==> src/rtl/irq_pkg.sv <==
package irq_pkg;
  // Level group of a cause bit: index modulo 4 selects the privilege level.
  localparam int unsigned LVL_USER = 0;
  localparam int unsigned LVL_SUPV = 1;
  localparam int unsigned LVL_RSVD = 2;
  localparam int unsigned LVL_MACH = 3;
  localparam int unsigned LVL_SPAN = 4;
  // Cause kinds occupy consecutive groups of LVL_SPAN bits.
  localparam int unsigned KIND_SOFT  = 0;
  localparam int unsigned KIND_TIMER = 1;
  localparam int unsigned KIND_EXT   = 2;
  localparam int unsigned KIND_COUNT = 3;

  function automatic int unsigned lvl_of(input int unsigned bit_idx);
    return bit_idx % LVL_SPAN;
  endfunction
endpackage

==> src/rtl/irq_level_mask.sv <==
module irq_level_mask #(
  parameter int unsigned NCAUSE = 12
) (
  input  logic              m_en,
  input  logic              s_en,
  input  logic              u_en,
  output logic [NCAUSE-1:0] gmask
);
  import irq_pkg::*;
  localparam int unsigned ARCH_BITS = LVL_SPAN * KIND_COUNT;

  for (genvar i = 0; i < NCAUSE; i++) begin : g_bit
    if (i >= ARCH_BITS) begin : g_none
      assign gmask[i] = 1'b0;
    end else if (lvl_of(i) == LVL_MACH) begin : g_m
      assign gmask[i] = m_en;
    end else if (lvl_of(i) == LVL_SUPV) begin : g_s
      assign gmask[i] = s_en;
    end else if (lvl_of(i) == LVL_USER) begin : g_u
      assign gmask[i] = u_en;
    end else begin : g_rsvd
      assign gmask[i] = 1'b0;
    end
  end
endmodule

==> src/rtl/irq_pend_reg.sv <==
module irq_pend_reg #(
  parameter int unsigned NCAUSE = 12,
  parameter int unsigned IW     = 4
) (
  input  logic              clk,
  input  logic              rst,
  input  logic              post_vld,
  input  logic [IW-1:0]     post_idx,
  input  logic              clr_vld,
  input  logic [IW-1:0]     clr_idx,
  input  logic              clr_all,
  input  logic              wr,
  input  logic [NCAUSE-1:0] wdata,
  output logic [NCAUSE-1:0] pend
);
  localparam logic [IW:0] LIMIT = (IW+1)'(NCAUSE);

  logic [NCAUSE-1:0] set_m, clr_m;

  for (genvar i = 0; i < NCAUSE; i++) begin : g_dec
    assign set_m[i] = post_vld && ({1'b0, post_idx} < LIMIT) && (post_idx == IW'(i));
    assign clr_m[i] = clr_vld  && ({1'b0, clr_idx}  < LIMIT) && (clr_idx  == IW'(i));
  end

  always_ff @(posedge clk) begin
    if (rst) begin
      pend <= '0;
    end else if (wr) begin
      pend <= wdata;
    end else if (clr_all) begin
      pend <= '0;
    end else begin
      pend <= (pend & ~clr_m) | set_m;
    end
  end
endmodule

==> src/rtl/irq_prio_enc.sv <==
module irq_prio_enc #(
  parameter int unsigned N  = 12,
  parameter int unsigned IW = 4
) (
  input  logic [N-1:0]  req,
  output logic [IW-1:0] idx,
  output logic          found
);
  always_comb begin
    idx   = '0;
    found = 1'b0;
    for (int i = 0; i < N; i++) begin
      if (req[i] && !found) begin
        idx   = IW'(i);
        found = 1'b1;
      end
    end
  end
endmodule

==> src/rtl/irq_pend_ctrl.sv <==
module irq_pend_ctrl #(
  parameter int unsigned NCAUSE = 12,
  parameter int unsigned DW     = 64,
  localparam int unsigned IW    = (NCAUSE > 1) ? $clog2(NCAUSE) : 1
) (
  input  logic          clk,
  input  logic          rst,
  input  logic          post_vld,
  input  logic [IW-1:0] post_idx,
  input  logic          clr_vld,
  input  logic [IW-1:0] clr_idx,
  input  logic          clr_all,
  input  logic          ip_wr,
  input  logic [DW-1:0] ip_wdata,
  input  logic          ie_wr,
  input  logic [DW-1:0] ie_wdata,
  input  logic          lvl_m_en,
  input  logic          lvl_s_en,
  input  logic          lvl_u_en,
  output logic [DW-1:0] ip_rdata,
  output logic [DW-1:0] ie_rdata,
  output logic          irq_req,
  output logic [IW-1:0] irq_cause,
  output logic          irq_cause_vld
);
  logic [NCAUSE-1:0] pend, enab, gmask, takeable;
  logic              unused_hi;

  assign unused_hi = ^{ip_wdata[DW-1:NCAUSE], ie_wdata[DW-1:NCAUSE]};

  irq_pend_reg #(.NCAUSE(NCAUSE), .IW(IW)) u_pend (
    .clk(clk), .rst(rst),
    .post_vld(post_vld), .post_idx(post_idx),
    .clr_vld(clr_vld), .clr_idx(clr_idx),
    .clr_all(clr_all),
    .wr(ip_wr), .wdata(ip_wdata[NCAUSE-1:0]),
    .pend(pend)
  );

  always_ff @(posedge clk) begin
    if (rst)        enab <= '0;
    else if (ie_wr) enab <= ie_wdata[NCAUSE-1:0];
  end

  irq_level_mask #(.NCAUSE(NCAUSE)) u_mask (
    .m_en(lvl_m_en), .s_en(lvl_s_en), .u_en(lvl_u_en), .gmask(gmask)
  );

  assign takeable = pend & enab & gmask;
  assign irq_req  = |takeable;

  irq_prio_enc #(.N(NCAUSE), .IW(IW)) u_enc (
    .req(takeable), .idx(irq_cause), .found(irq_cause_vld)
  );

  assign ip_rdata = {{(DW-NCAUSE){1'b0}}, pend};
  assign ie_rdata = {{(DW-NCAUSE){1'b0}}, enab};
endmodule

==> config.mk <==
export PLATFORM = sky130hd
export DESIGN_NAME = irq_pend_ctrl
export DESIGN_NICKNAME = d
export VERILOG_FILES = /design/src/rtl/irq_pkg.sv /design/src/rtl/irq_level_mask.sv /design/src/rtl/irq_pend_reg.sv /design/src/rtl/irq_prio_enc.sv /design/src/rtl/irq_pend_ctrl.sv
export SDC_FILE = /design/constraint.sdc
export NUM_CORES = 1
export LEC_CHECK = 0
export CAP_MARGIN = 20
export CORE_AREA = 2 2 109 111
export DETAILED_ROUTE_END_ITERATION = 7
export DIE_AREA = 0 0 111 113
export MAX_ROUTING_LAYER = met4
export REMOVE_ABC_BUFFERS = 1
export SYNTH_ARGS = -nofsm -noshare
export SYNTH_HDL_FRONTEND = slang
export SYNTH_SLANG_ARGS = --single-unit
==> constraint.sdc <==
create_clock -name clk -period 1.5 [get_ports clk]
set_input_delay 0.3 -clock clk [delete_from_list [all_inputs] [get_ports clk]]
set_output_delay 0.3 -clock clk [all_outputs]
set_load 0.03 [all_outputs]
# After elaboration in Yosys (flattened, before gate mapping)
# Index checks and enable logic that the tools add are counted.
dict set report word_totals {
  reg_bits 24
  inputBits 146
  output_inout_bits 134
  word_cells 107
}
dict set report classes {
  order_cmp 2
  n_eq_ne 22
  n_mux 25
  bitwise_logic 5
  n_reduce_logical 51
}
# op count
set op_table {}
lappend op_table {{1-bit logical AND} 37}
lappend op_table {{12-bit AND} 3}
lappend op_table {{4-bit by 3-bit equality test with 1-bit output, second input constant} 8}
lappend op_table {{4-bit equality test, second input constant} 8}
lappend op_table {{12-bit two-way mux} 2}
lappend op_table {{4-bit by 2-bit equality test with 1-bit output, second input constant} 4}
lappend op_table {{4-bit two-way mux} 4}
lappend op_table {{1-bit two-way mux} 13}
lappend op_table {{3-bit two-way mux} 4}
lappend op_table {{12-bit NOT} 1}
lappend op_table {{12-bit OR} 1}
lappend op_table {{12-bit OR reduction} 1}
lappend op_table {{1-bit logical NOT} 11}
lappend op_table {{4-bit by 1-bit equality test with 1-bit output, second input constant} 2}
lappend op_table {{4-bit logical NOT} 2}
lappend op_table {{4-bit < comparator, second input constant} 2}
lappend op_table {{2-bit two-way mux} 2}

# Logic depth before layout (Yosys ltp)
# Gate-level depths: netlist of run 1.
dict set report depth {
  depth_word 36
  ltp_mapped 5
  ltp_nobuf 4
}

# By module
# A second synthesis of run 1 with hierarchy kept.
dict set report hier_totals {
  cells_unflattened 267
  hier_area_um2 2234.6
}
# mod n_inst cells_per_inst area_each_um2
set by_module_without_submodules {}
lappend by_module_without_submodules {irq_pend_ctrl 1 159 1333.8}
lappend by_module_without_submodules {irq_pend_reg 1 74 658.1}
lappend by_module_without_submodules {irq_prio_enc 1 21 148.9}
lappend by_module_without_submodules {irq_level_mask 1 13 93.8}

# Worst setup path after synthesis of run 1
# No wires, ideal clock.
dict set report synth_timing {
  kind {register to output}
  start {register u_pend.pend[4]}
  end {output port irq_cause[0]}
  arrival_time_ps 1668
  t_required_ps 1200
  setup_slack_ps -468
  path_stages_with_launch 5
  n_path_buf 0
  path_cell_list {dfxtp_1 > and3_4 > nor2b_4 > nand4b_2 > o31ai_1}
}
dict set report synth_via {
  elab_chain_len 25
  word_cells_on_any_way 32
}
# item line
set synth_lines {}
lappend synth_lines {{start, declared} irq_pend_reg.sv:14} ;# output logic [NCAUSE-1:0] pend
lappend synth_lines {{start signal, assigned} irq_pend_reg.sv:29} ;# pend <= wdata;
lappend synth_lines {{start signal, assigned} irq_pend_reg.sv:33} ;# pend <= (pend & ~clr_m) | set_m;
lappend synth_lines {{12-bit AND * (2 in a row)} irq_pend_ctrl.sv:49} ;# assign takeable = pend & enab & gmask;
lappend synth_lines {{1-bit logical AND *} irq_prio_enc.sv:13} ;# if (req[i] && !found) begin
lappend synth_lines {{1-bit two-way mux} irq_prio_enc.sv:13}
lappend synth_lines {{1-bit logical NOT} irq_prio_enc.sv:13}
lappend synth_lines {{1-bit logical AND} irq_prio_enc.sv:13}
lappend synth_lines {{1-bit two-way mux} irq_prio_enc.sv:13}
lappend synth_lines {{1-bit logical NOT} irq_prio_enc.sv:13}
lappend synth_lines {{1-bit logical AND} irq_prio_enc.sv:13}
lappend synth_lines {{[... 8 more ...]} -}
lappend synth_lines {{1-bit logical AND} irq_prio_enc.sv:13}
lappend synth_lines {{1-bit two-way mux} irq_prio_enc.sv:13}
lappend synth_lines {{1-bit logical NOT} irq_prio_enc.sv:13}
lappend synth_lines {{1-bit logical AND} irq_prio_enc.sv:13}
lappend synth_lines {{1-bit two-way mux} irq_prio_enc.sv:13}
lappend synth_lines {{1-bit logical NOT} irq_prio_enc.sv:13}
lappend synth_lines {{1-bit logical AND} irq_prio_enc.sv:13}
lappend synth_lines {{4-bit two-way mux *} irq_prio_enc.sv:13}
lappend synth_lines {{end, declared} irq_pend_ctrl.sv:23} ;# output logic [IW-1:0] irq_cause,
# Mark *: on every way between the ends. The rest lies on a longest branch, timed or not.

# Worst setup path in the final report of run 1
# Same ends and word-level chain as after synthesis.

==> impl_results.md, run 1 <==
* Status: finished, violations left
* Failing checks: negative setup slack
* Placed insts at 486
* Seq/Total Area, Yosys at 23.4%
* Mean area per synthesized cell at 8.31 µm²
* P_sw at 855 µW
* CP peak stage delay at 330 ps
* Max Slew Vio Count at 0
* Sequential power share at 31.6%
* DRT antenna net count at 0
* Root Driver: clkbuf_16
* Endpoints failing setup at 6
* Max cap viols at 0
* Initial antenna violation count at 1
* Flops & latches, synth at 24
* Total die area at 0.0125 mm²
* Endpoint class of the critical path: output port
* Static leakage at 0.00147 µW
* Worst clock skew at 0 ps
* Sequential cell area at 487 µm²
* Yosys warnings at 0
* Clock transition at path regs at 60 ps
* Area grow syn2layout at 49.7%
* Synth Area in Compound Gates at 11.2%
* Worst-path maximum fanout at 2
* Row count at 39
* Largest vdd supply drop at 0.000338 V
* Setup TNS at -1420 ps
* CTS tree: built
* Top cell type's share of synthesized area at 38.4%
* Routed WL at 5620 µm
* H-tree depth at 1
* Gr ovfl total at 0
* Unrepaired setup endpoints after global routing: yes
* Mapped cell area at 0.00205 mm²
* Die height at 113 µm
* Final hold vios at 0
* IO Pins at 280
* Simple-gate share of the synthesized area at 18.9%
* Place WS at -671 ps
* # nets final at 495
* Pin count of the biggest net entering global routing at 25
* Critical path arrival at 1490 ps
* Clock share of power at 28.9%
* Initial DRC count at 82
* Global-route wire length before repair at 7980 µm
* Yosys cell types at 31
* Combinational fraction of design power at 39.5%
* Startpoint Class: flop
* Final core occ at 27.3%
* Post-DR vias/cell at 3.53
* Clk_lat worst skew at 260 ps
* Sw frac at 38.5%
* Cell Int Power at 1370 µW
* Filler-free cell count of the finished design at 492
* Power per Cell Area at 723 mW/mm²
* Xor/xnor share of the synthesized area at 0%
* Starting Density at 18.2%
* Largest family of logic cells by synthesized area: buffers and inverters
* Clock sinks at 24
* Post-route minimum period at 1790 ps
* Number of global-route vias before repair at 1565
* Min-Delay Path Class: flop to flop
* Mux share of post-synthesis cell area at 5.85%
* Via count at 1737
* Final weighted congestion in routability-driven placement at 0.809
* Die X-Extent at 111 µm
* Req. time, crit path at 1200 ps
* GRT Overall Usage at 8.36%
* Cell taking the most area after synthesis: buf_4
* Worst path cell trace: and3_4 -> nor2b_4 -> nand4b_4 -> o31ai_4 -> buf_4 -> buf_12
* Layout cells sized above 1 at 22.1%
* Post-route DRC at 0
* Pre-antenna DRT Iters at 4
* CTS Buffer Depth at 2
* Wirelength per Cell at 11.4 µm
* Syn Inst Count at 247
* Top cells by area, synth: buf_4 38%, dfxtp_1 23%, mux2i_1 5.9%
* Post-Synth Adder-Cell Area at 0%
* Core footprint at 0.0113 mm²
* Period utilization at 119%
* Dpl hpwl at 4870 µm
* Slowest cell on crit path: dfxtp_2
* Fill count at 1185
* Number of CTS-inserted buffers at 3
* Port Buffers at 71
* Setup CP Type: flop to output port
* Multi-input gate area at 0.00124 mm²
* Fmax at 559 MHz
* Setup WS post-layout at -290 ps
[through the flow]
stage                     area (µm²)  hold WS (ps)  power, µW
after floorplan                 1620           369       1220
after global placement          2880           486       1590
after detailed placement        2880           491       1590
after CTS                       3000           501       2220
after global routing            3070           534       2300
final                           3070           491       2220
[registers in the layout, summed over array words and instances (netlist names)]
| signal | count |
|---|---|
| enab | 12 |
| u_pend.pend | 12 |
[power groups by stage]
stage | Clock [µW] | Combinational (µW) | Sequential, µW
finish | 641 | 878 | 702
global route | 677 | 921 | 707
CTS | 656 | 868 | 700
detailed placement | 0 | 879 | 713
global placement | 0 | 873 | 713
floorplan | 0 | 441 | 778
[synth_stat cells (all sizes together)]
library cell and instances:
a32oi 8, buf 108, nor2b 3, a21oi 15, nand2b 2, mux2i 12, dfxtp 24, and3 5
nand3b 1, inv 2, a22oi 4, nand4b 1, nor3b 2, nor4b 2, nor3 1, o31ai 2
o21ai 1, nor2 17, nand3 9, clkbuf 2, nand2 18, conb 1, o311ai 4, nor4 1
and3b 2
[worst max-delay path: cells and delay by family, from the launching register on]
family | cells | cell delay, ps
compound gates | 1 | 200
buf+inv | 2 | 260
flops | 1 | 330
simple gates | 3 | 440
[placed cells by master (no fill, tap or decap), types with 5 or more instances in the layout]
cell type,count
dlygate4sd2_1,18
a21oi_1,13
nand2_1,18
clkdlybuf4s50_1,38
dfxtp_1,19
buf_4,32
dfxtp_2,5
mux2i_1,12
buf_12,13
conb_1,104
a32oi_1,8
nor2_1,15
[logic make-up (layout without fill, tap and decap cells)]
group | count (synthesis) | count (layout)
other | 1 | 105
and+or+nand+nor | 64 | 64
buffers and inverters | 112 | 110
AOI/OAI and AO/OA | 34 | 34
DFF | 24 | 24
muxes | 12 | 12
[path summary, 6_finish.rpt]
| path | from | slack (ps) | endpoint | cells past startpoint |
|---|---|---|---|---|
| min reg2reg | enab[6] | 490 | enab[6] | 2 |
| max reg2reg | u_pend.pend[9] | 640 | u_pend.pend[9] | 3 |
| min | enab[6] | 490 | enab[6] | 2 |
| max | u_pend.pend[4] | -290 | irq_cause[0] | 6 |
[metal layers]
metal	wire length (µm)	track usage, %
met5	0	-
met2	2830	13.9
met4	136	3.58
met1	2200	9.60
met3	455	2.09
[what timing repair did]
item,CTS,global route
setup endpoints to repair,23,6
resized for setup,34,15
pin swaps,1,3
hold buffers,0,0
buffers inserted,0,1
[area by class of cell]
class                      instances  area share, %
timing repair buffer             104           34.8
tap                              143           5.82
antenna                            1         0.0814
sequential                        24           15.8
multi-input combinational        214           40.3
inverter                           2          0.244
clock buffer                       4           2.89
No activity file was read; power rests on OpenSTA's default activity.
==> inputs of run 2 (changes only) <==
==> constraint.sdc (replaced) <==
create_clock -name clk -period 2.05 [get_ports clk]
set_input_delay 0.41 -clock clk [delete_from_list [all_inputs] [get_ports clk]]
set_output_delay 0.41 -clock clk [all_outputs]
set_load 0.03 [all_outputs]
==> run 2 against run 1 <==
- the flow now finishes without violations
- sequential share of layout area increased by 1.5 points
- global-route usage down 0.57 points
- clock-buffer cell count fell by 1
- first-iteration DRC count decreased by 50%
- routed wire length down 5.2%
- final cell count fell by 4.3%
- clock power is 35% lower
- via count decreased by 5.0%
- worst hold slack gained 3.0 ps
==> impl_results.md, run 2 (synthesized netlist as in run 1, its figures left out) <==
* # nets final at 476 (-3.8%)
* Gr ovfl total at 0 (unchanged)
* Clock sinks at 24 (unchanged)
* Clock transition at path regs at 60 ps (about the same)
* Min-Delay Path Class: flop to flop
* Setup WS post-layout at 87.7 ps (+377 ps)
* CTS tree: built
* Status: finished clean
* Row count at 39 (unchanged)
* Core footprint at 0.0113 mm² (unchanged)
* Endpoint class of the critical path: output port
* Global-route wire length before repair at 7540 µm (-5.5%)
* Routed WL at 5330 µm (-5.2%)
* Startpoint Class: input pin
* Area grow syn2layout at 34.8%
* Slowest cell on crit path: clkdlybuf4s15_1
* Combinational fraction of design power at 38.7% (-0.8 points)
* Post-route minimum period at 1960 ps
* Req. time, crit path at 1640 ps (+440 ps)
* Root Driver: clkbuf_16
* GRT Overall Usage at 7.80% (-0.57 points)
* Dpl hpwl at 4630 µm (-4.9%)
* Unrepaired setup endpoints after global routing: no
* CTS Buffer Depth at 2 (unchanged)
* Starting Density at 18.2% (unchanged)
* P_sw at 597 µW (-30%)
* Pre-antenna DRT Iters at 4 (unchanged)
* Number of CTS-inserted buffers at 3 (unchanged)
* Final hold vios at 0 (unchanged)
* Critical path arrival at 1550 ps (+60 ps)
* Place WS at -267 ps (+404 ps)
* M1 GR Usage at 9.25% (-0.35 points)
* Postcts setup bufs at 0 (unchanged)
* Busiest layer in global routing: met2
* IO Pins at 280 (unchanged)
* CP peak stage delay at 230 ps (-100 ps)
* Post-route DRC at 0 (unchanged)
* Static leakage at 0.00124 µW (-16%)
* Most common cell after layout, fill and taps aside: conb_1
* Wirelength per Cell at 11.3 µm (-0.96%)
* H-tree depth at 1 (unchanged)
* CTS Hold Bufs at 0 (unchanged)
* Largest vdd supply drop at 0.000240 V (-29%)
* Setup CP Type: input pin to output port
* Initial antenna violation count at 0 (-1)
* Max cap viols at 0 (unchanged)
* Sequential power share at 33.9% (+2.3 points)
* Clk_lat worst skew at 250 ps (about the same)
* Initial DRC count at 41 (-50%)
* Ant diodes at 0 (-1)
* Port Buffers at 71 (unchanged)
* Most frequent cells in the layout: 104 x conb_1, 62 x clkdlybuf4s50_1, 24 x dfxtp_1, 18 x nand2_1, 16 x buf_4
* Crit path top cell by count: buf_4
* Cell Int Power at 924 µW (-32%)
* Fmax at 510 MHz
* Post-DR vias/cell at 3.50 (-0.77%)
* Met3 usage at 1.39% (-0.70 points)
* Period utilization at 95.7%
* Sw frac at 39.3% (+0.75 points)
* Total die area at 0.0125 mm² (unchanged)
* Via count at 1650 (-5.0%)
* Biggest registers after layout: enab (12), u_pend.pend (12)
* Die X-Extent at 111 µm (unchanged)
* Finished Cell Area at 0.00277 mm² (-9.9%)
* Worst-path maximum fanout at 3 (+1)
* Placement Cell Area at 0.00265 mm² (-8.0%)
* Number of global-route vias before repair at 1494 (-4.5%)
* DRT antenna net count at 0 (unchanged)
* Power per Cell Area at 550 mW/mm² (-24%)
* Max Slew Vio Count at 0 (unchanged)
* Die height at 113 µm (unchanged)
* Final weighted congestion in routability-driven placement at 0.825 (+1.9%)
* Endpoints failing setup at 0 (-6)
* Pin count of the biggest net entering global routing at 25 (unchanged)
* Layout cells sized above 1 at 12.2% (-9.9 points)
* GRT met2 Usage at 13.6% (-0.33 points)
* Worst clock skew at 0 ps (unchanged)
* Clock share of power at 27.5% (-1.4 points)
* Worst path cell trace: clkdlybuf4s15_1 -> and3_4 -> nor2b_4 -> nand4b_4 -> buf_4 -> nand2b_1 -> buf_4
## run 2: changes by cell type in the layout (fill, tap and decap cells not counted), sizes merged
cell and delta:
buf -26, clkdlybuf4s50 +24, dlygate4sd2 -16, clkbuf -1
clkdlybuf4s15 -1, diode -1
## run 2: final cells by class
cell class | count | area [µm²]
fillers | 1233 | 8500
multi-input cells | 214 | 1180
repair buffers | 85 | 848
flip-flops and latches | 24 | 480
well taps | 143 | 179
clock buffers | 3 | 75.1
inverters | 2 | 7.51
## run 2: routing by layer
layer / part of all wire [%] / wire length [µm]
met1: 40 / 2160
met2: 51 / 2740
met3: 6.9 / 367
met4: 1.2 / 65
met5: 0 / 0
## run 2: power groups by stage
stage | registers (µW) | clock network, µW | logic (µW)
finish | 515 | 418 | 588
global placement | 527 | 0 | 581
CTS | 518 | 428 | 585
global route | 520 | 447 | 618
detailed placement | 527 | 0 | 584
floorplan | 569 | 0 | 323
## run 2: metrics by stage
stage / utilization, % / power, µW / TNS [ps] / hold slack (ps) / instances
2_1_floorplan: - / 892 / -27.9 / 479 / 240
3_3_place_gp: 23.5 / 1110 / -1130 / 480 / 468
3_5_place_dp: 23.5 / 1110 / -1170 / 489 / 468
4_1_cts: 24.4 / 1530 / 0 / 504 / 471
5_1_grt: 24.6 / 1590 / 0 / 545 / 471
6_report: 24.6 / 1520 / 0 / 494 / 471
## run 2: path summary, 6_finish.rpt
check	slack (ps)	to	cells past startpoint	start
min reg2reg	490	enab[6]	2	enab[6]
max reg2reg	1280	u_pend.pend[7]	2	u_pend.pend[7]
min	490	enab[6]	2	enab[6]
max	90	irq_cause_vld	7	lvl_u_en
## run 2: worst max-delay path, delay by kind of cell
family / cells / cell delay, ps
simple gates: 4 / 590
buf+inv: 3 / 550
## run 2: what timing repair did
item,in CTS,in global routing
setup endpoints to repair,6,5
endpoints found under the hold margin,0,0
resized for setup,12,4
pin swaps,0,2
==> inputs of run 3 (changes only) <==
--- a/config.mk
+++ b/config.mk
@@ -9,7 +9,6 @@
 export CORE_AREA = 2 2 109 111
 export DETAILED_ROUTE_END_ITERATION = 7
 export DIE_AREA = 0 0 111 113
-export MAX_ROUTING_LAYER = met4
 export REMOVE_ABC_BUFFERS = 1
 export SYNTH_ARGS = -nofsm -noshare
 export SYNTH_HDL_FRONTEND = slang
==> run 3 against run 2 <==
- total power about the same
- worst setup slack about the same
- clock-buffer cell count unchanged
- core utilization unchanged
- clock skew unchanged
- routed wire length increased by 0.17%
- flip-flop and latch count unchanged
- fmax about the same
- die area unchanged
- via count decreased by 0.12%
- worst hold slack about the same
- critical path type unchanged
- highest routed layer unchanged
==> impl_results.md, run 3 (synthesized netlist as in run 1, its figures left out) <==
* Status: finished clean
* Fmax at 510 MHz (about the same)
* GRT Overall Usage at 7.56% (-0.24 points)
* Slowest cell on crit path: clkdlybuf4s15_1
* Finished Cell Area at 0.00277 mm² (unchanged)
* Routed WL at 5340 µm (+0.17%)
* RR Endpoint: u_pend.pend[7]
* Worst-path maximum fanout at 3 (unchanged)
* Port Buffers at 71 (unchanged)
* DRT antenna net count at 0 (unchanged)
* Met1 wire length at 2120 µm (-1.9%)
* Die height at 113 µm (unchanged)
* Cell Int Power at 924 µW (about the same)
* Initial antenna violation count at 0 (unchanged)
* Global-route wire length before repair at 7530 µm (about the same)
* Clock share of power at 27.4% (about the same)
* Worst R2R Start: u_pend.pend[7]
* Combinational fraction of design power at 38.7% (about the same)
* Root Driver: clkbuf_16
* Period utilization at 95.7% (about the same)
* Multi-input gate area at 0.00118 mm² (unchanged)
* Startpoint Class: input pin
* CP endpoint: irq_cause_vld
* Endpoint class of the critical path: output port
* CTS Hold Bufs at 0 (unchanged)
* Crit path top cell by count: buf_4
* CP Depth at 7 (unchanged)
* Die X-Extent at 111 µm (unchanged)
* Clk_lat worst skew at 250 ps (about the same)
* Max Slew Vio Count at 0 (unchanged)
* CP startpoint: lvl_u_en
* Clock transition at path regs at 60 ps (about the same)
* H-tree depth at 1 (unchanged)
* Largest vdd supply drop at 0.000240 V (about the same)
* Row count at 39 (unchanged)
* Postcts setup bufs at 0 (unchanged)
* Post-DR vias/cell at 3.50 (-0.12%)
* Sequential cell area at 480 µm² (unchanged)
* WP buf/inv at 3 (unchanged)
* Final hold vios at 0 (unchanged)
* Worst path cell trace: clkdlybuf4s15_1 -> and3_4 -> nor2b_4 -> nand4b_4 -> buf_4 -> nand2b_1 -> buf_4
* Static leakage at 0.00124 µW (unchanged)
* # nets final at 476 (unchanged)
* Total die area at 0.0125 mm² (unchanged)
* Setup TNS at 0 ps (unchanged)
* Post-route minimum period at 1960 ps (-0.499 ps)
* Unrepaired setup endpoints after global routing: no
* Most common cell after layout, fill and taps aside: conb_1
* Req. time, crit path at 1640 ps (about the same)
* Starting Density at 18.2% (unchanged)
* Core footprint at 0.0113 mm² (unchanged)
* Power per Cell Area at 550 mW/mm² (about the same)
* Sequential power share at 33.9% (about the same)
* R2R setup slack at 1280 ps (about the same)
* Post-route DRC at 0 (unchanged)
* Wirelength per Cell at 11.3 µm (+0.17%)
* Dpl hpwl at 4630 µm (unchanged)
* Ant diodes at 0 (unchanged)
* CTS tree: built
* Sw frac at 39.3% (about the same)
* Area grow syn2layout at 34.8% (unchanged)
* Critical path arrival at 1550 ps (about the same)
* Layout cells sized above 1 at 12.2% (unchanged)
* Worst Reg-to-Reg Cells at 2 (unchanged)
* Met2 wire len at 2760 µm (+0.77%)
* CTS Buffer Depth at 2 (unchanged)
* P_sw at 597 µW (about the same)
* Max cap viols at 0 (unchanged)
* Min-Delay Path Class: flop to flop
* Pre-antenna DRT Iters at 4 (unchanged)
* Max layer used: met4
* CP peak stage delay at 230 ps (about the same)
* Initial DRC count at 39 (-4.9%)
* Setup CP Type: input pin to output port
* Endpoints failing setup at 0 (unchanged)
* Crit path max-delay family: simple AND/OR/NAND/NOR gates
* Placement Cell Area at 0.00265 mm² (unchanged)
* Via count at 1648 (-0.12%)
* Number of CTS-inserted buffers at 3 (unchanged)
* Routed wire length on met3 at 397 µm (+8.2%)
* Worst clock skew at 0 ps (unchanged)
* IO Pins at 280 (unchanged)
* Final weighted congestion in routability-driven placement at 0.813 (-1.5%)
* Pin count of the biggest net entering global routing at 25 (unchanged)
* Gr ovfl total at 0 (unchanged)
* Clock sinks at 24 (unchanged)
* Number of global-route vias before repair at 1498 (+0.27%)
* Fill count at 1233 (unchanged)
* Most frequent cells in the layout: 104 x conb_1, 62 x clkdlybuf4s50_1, 24 x dfxtp_1, 18 x nand2_1, 16 x buf_4
* Biggest registers after layout: enab (12), u_pend.pend (12)
-- run 3: stage by stage --
step	cells	util [%]	hold WS [ps]	power (µW)	setup slack, ps
4_1_cts	471	24.4	504	1530	0.112
3_3_place_gp	468	23.5	480	1110	-293
3_5_place_dp	468	23.5	489	1110	-267
5_1_grt	471	24.6	545	1590	4.99
6_report	471	24.6	494	1520	88.2
2_1_floorplan	240	-	479	892	-27.9
-- run 3: power by group through the flow --
stage                     Combinational, µW  Clock (µW)  Sequential, µW
after floorplan                         323           0             569
after global placement                  581           0             527
after detailed placement                584           0             527
after CTS                               585         428             518
after global routing                    618         447             520
final                                   588         417             515
-- run 3: cell type report --
cell class,count,share of cell area [%]
inverter,2,0.271
tap,143,6.46
clock buffer,3,2.71
timing repair buffer,85,30.7
sequential,24,17.4
multi-input combinational,214,42.5
-- run 3: worst min-delay path by stage --
stage | start | endpoint | slack [ps] | cells after the start
after floorplan | rst | u_pend.pend[0] | 480 | 1
after global placement | enab[6] | enab[6] | 480 | 2
after detailed placement | enab[6] | enab[6] | 490 | 2
after CTS | u_pend.pend[6] | u_pend.pend[6] | 500 | 2
after global routing | u_pend.pend[6] | u_pend.pend[6] | 550 | 2
final | enab[6] | enab[6] | 490 | 2
-- run 3: per-layer routing --
layer	vias to the layer above	GRT usage, %
li1	802	-
met1	741	8.96
met2	99	13.7
met3	6	1.66
met4	0	2.17
met5	-	0
-- run 3: worst register-to-register path: stages (launching register included) --
cell and delay, ps:
dfxtp_1 400, o311ai_0 150, a21oi_1 160
-- run 3: what timing repair did --
item | CTS | global route
cloned | 0 | 0
gates resized for setup | 12 | 4
setup endpoints to repair | 6 | 5
pin swaps | 0 | 2
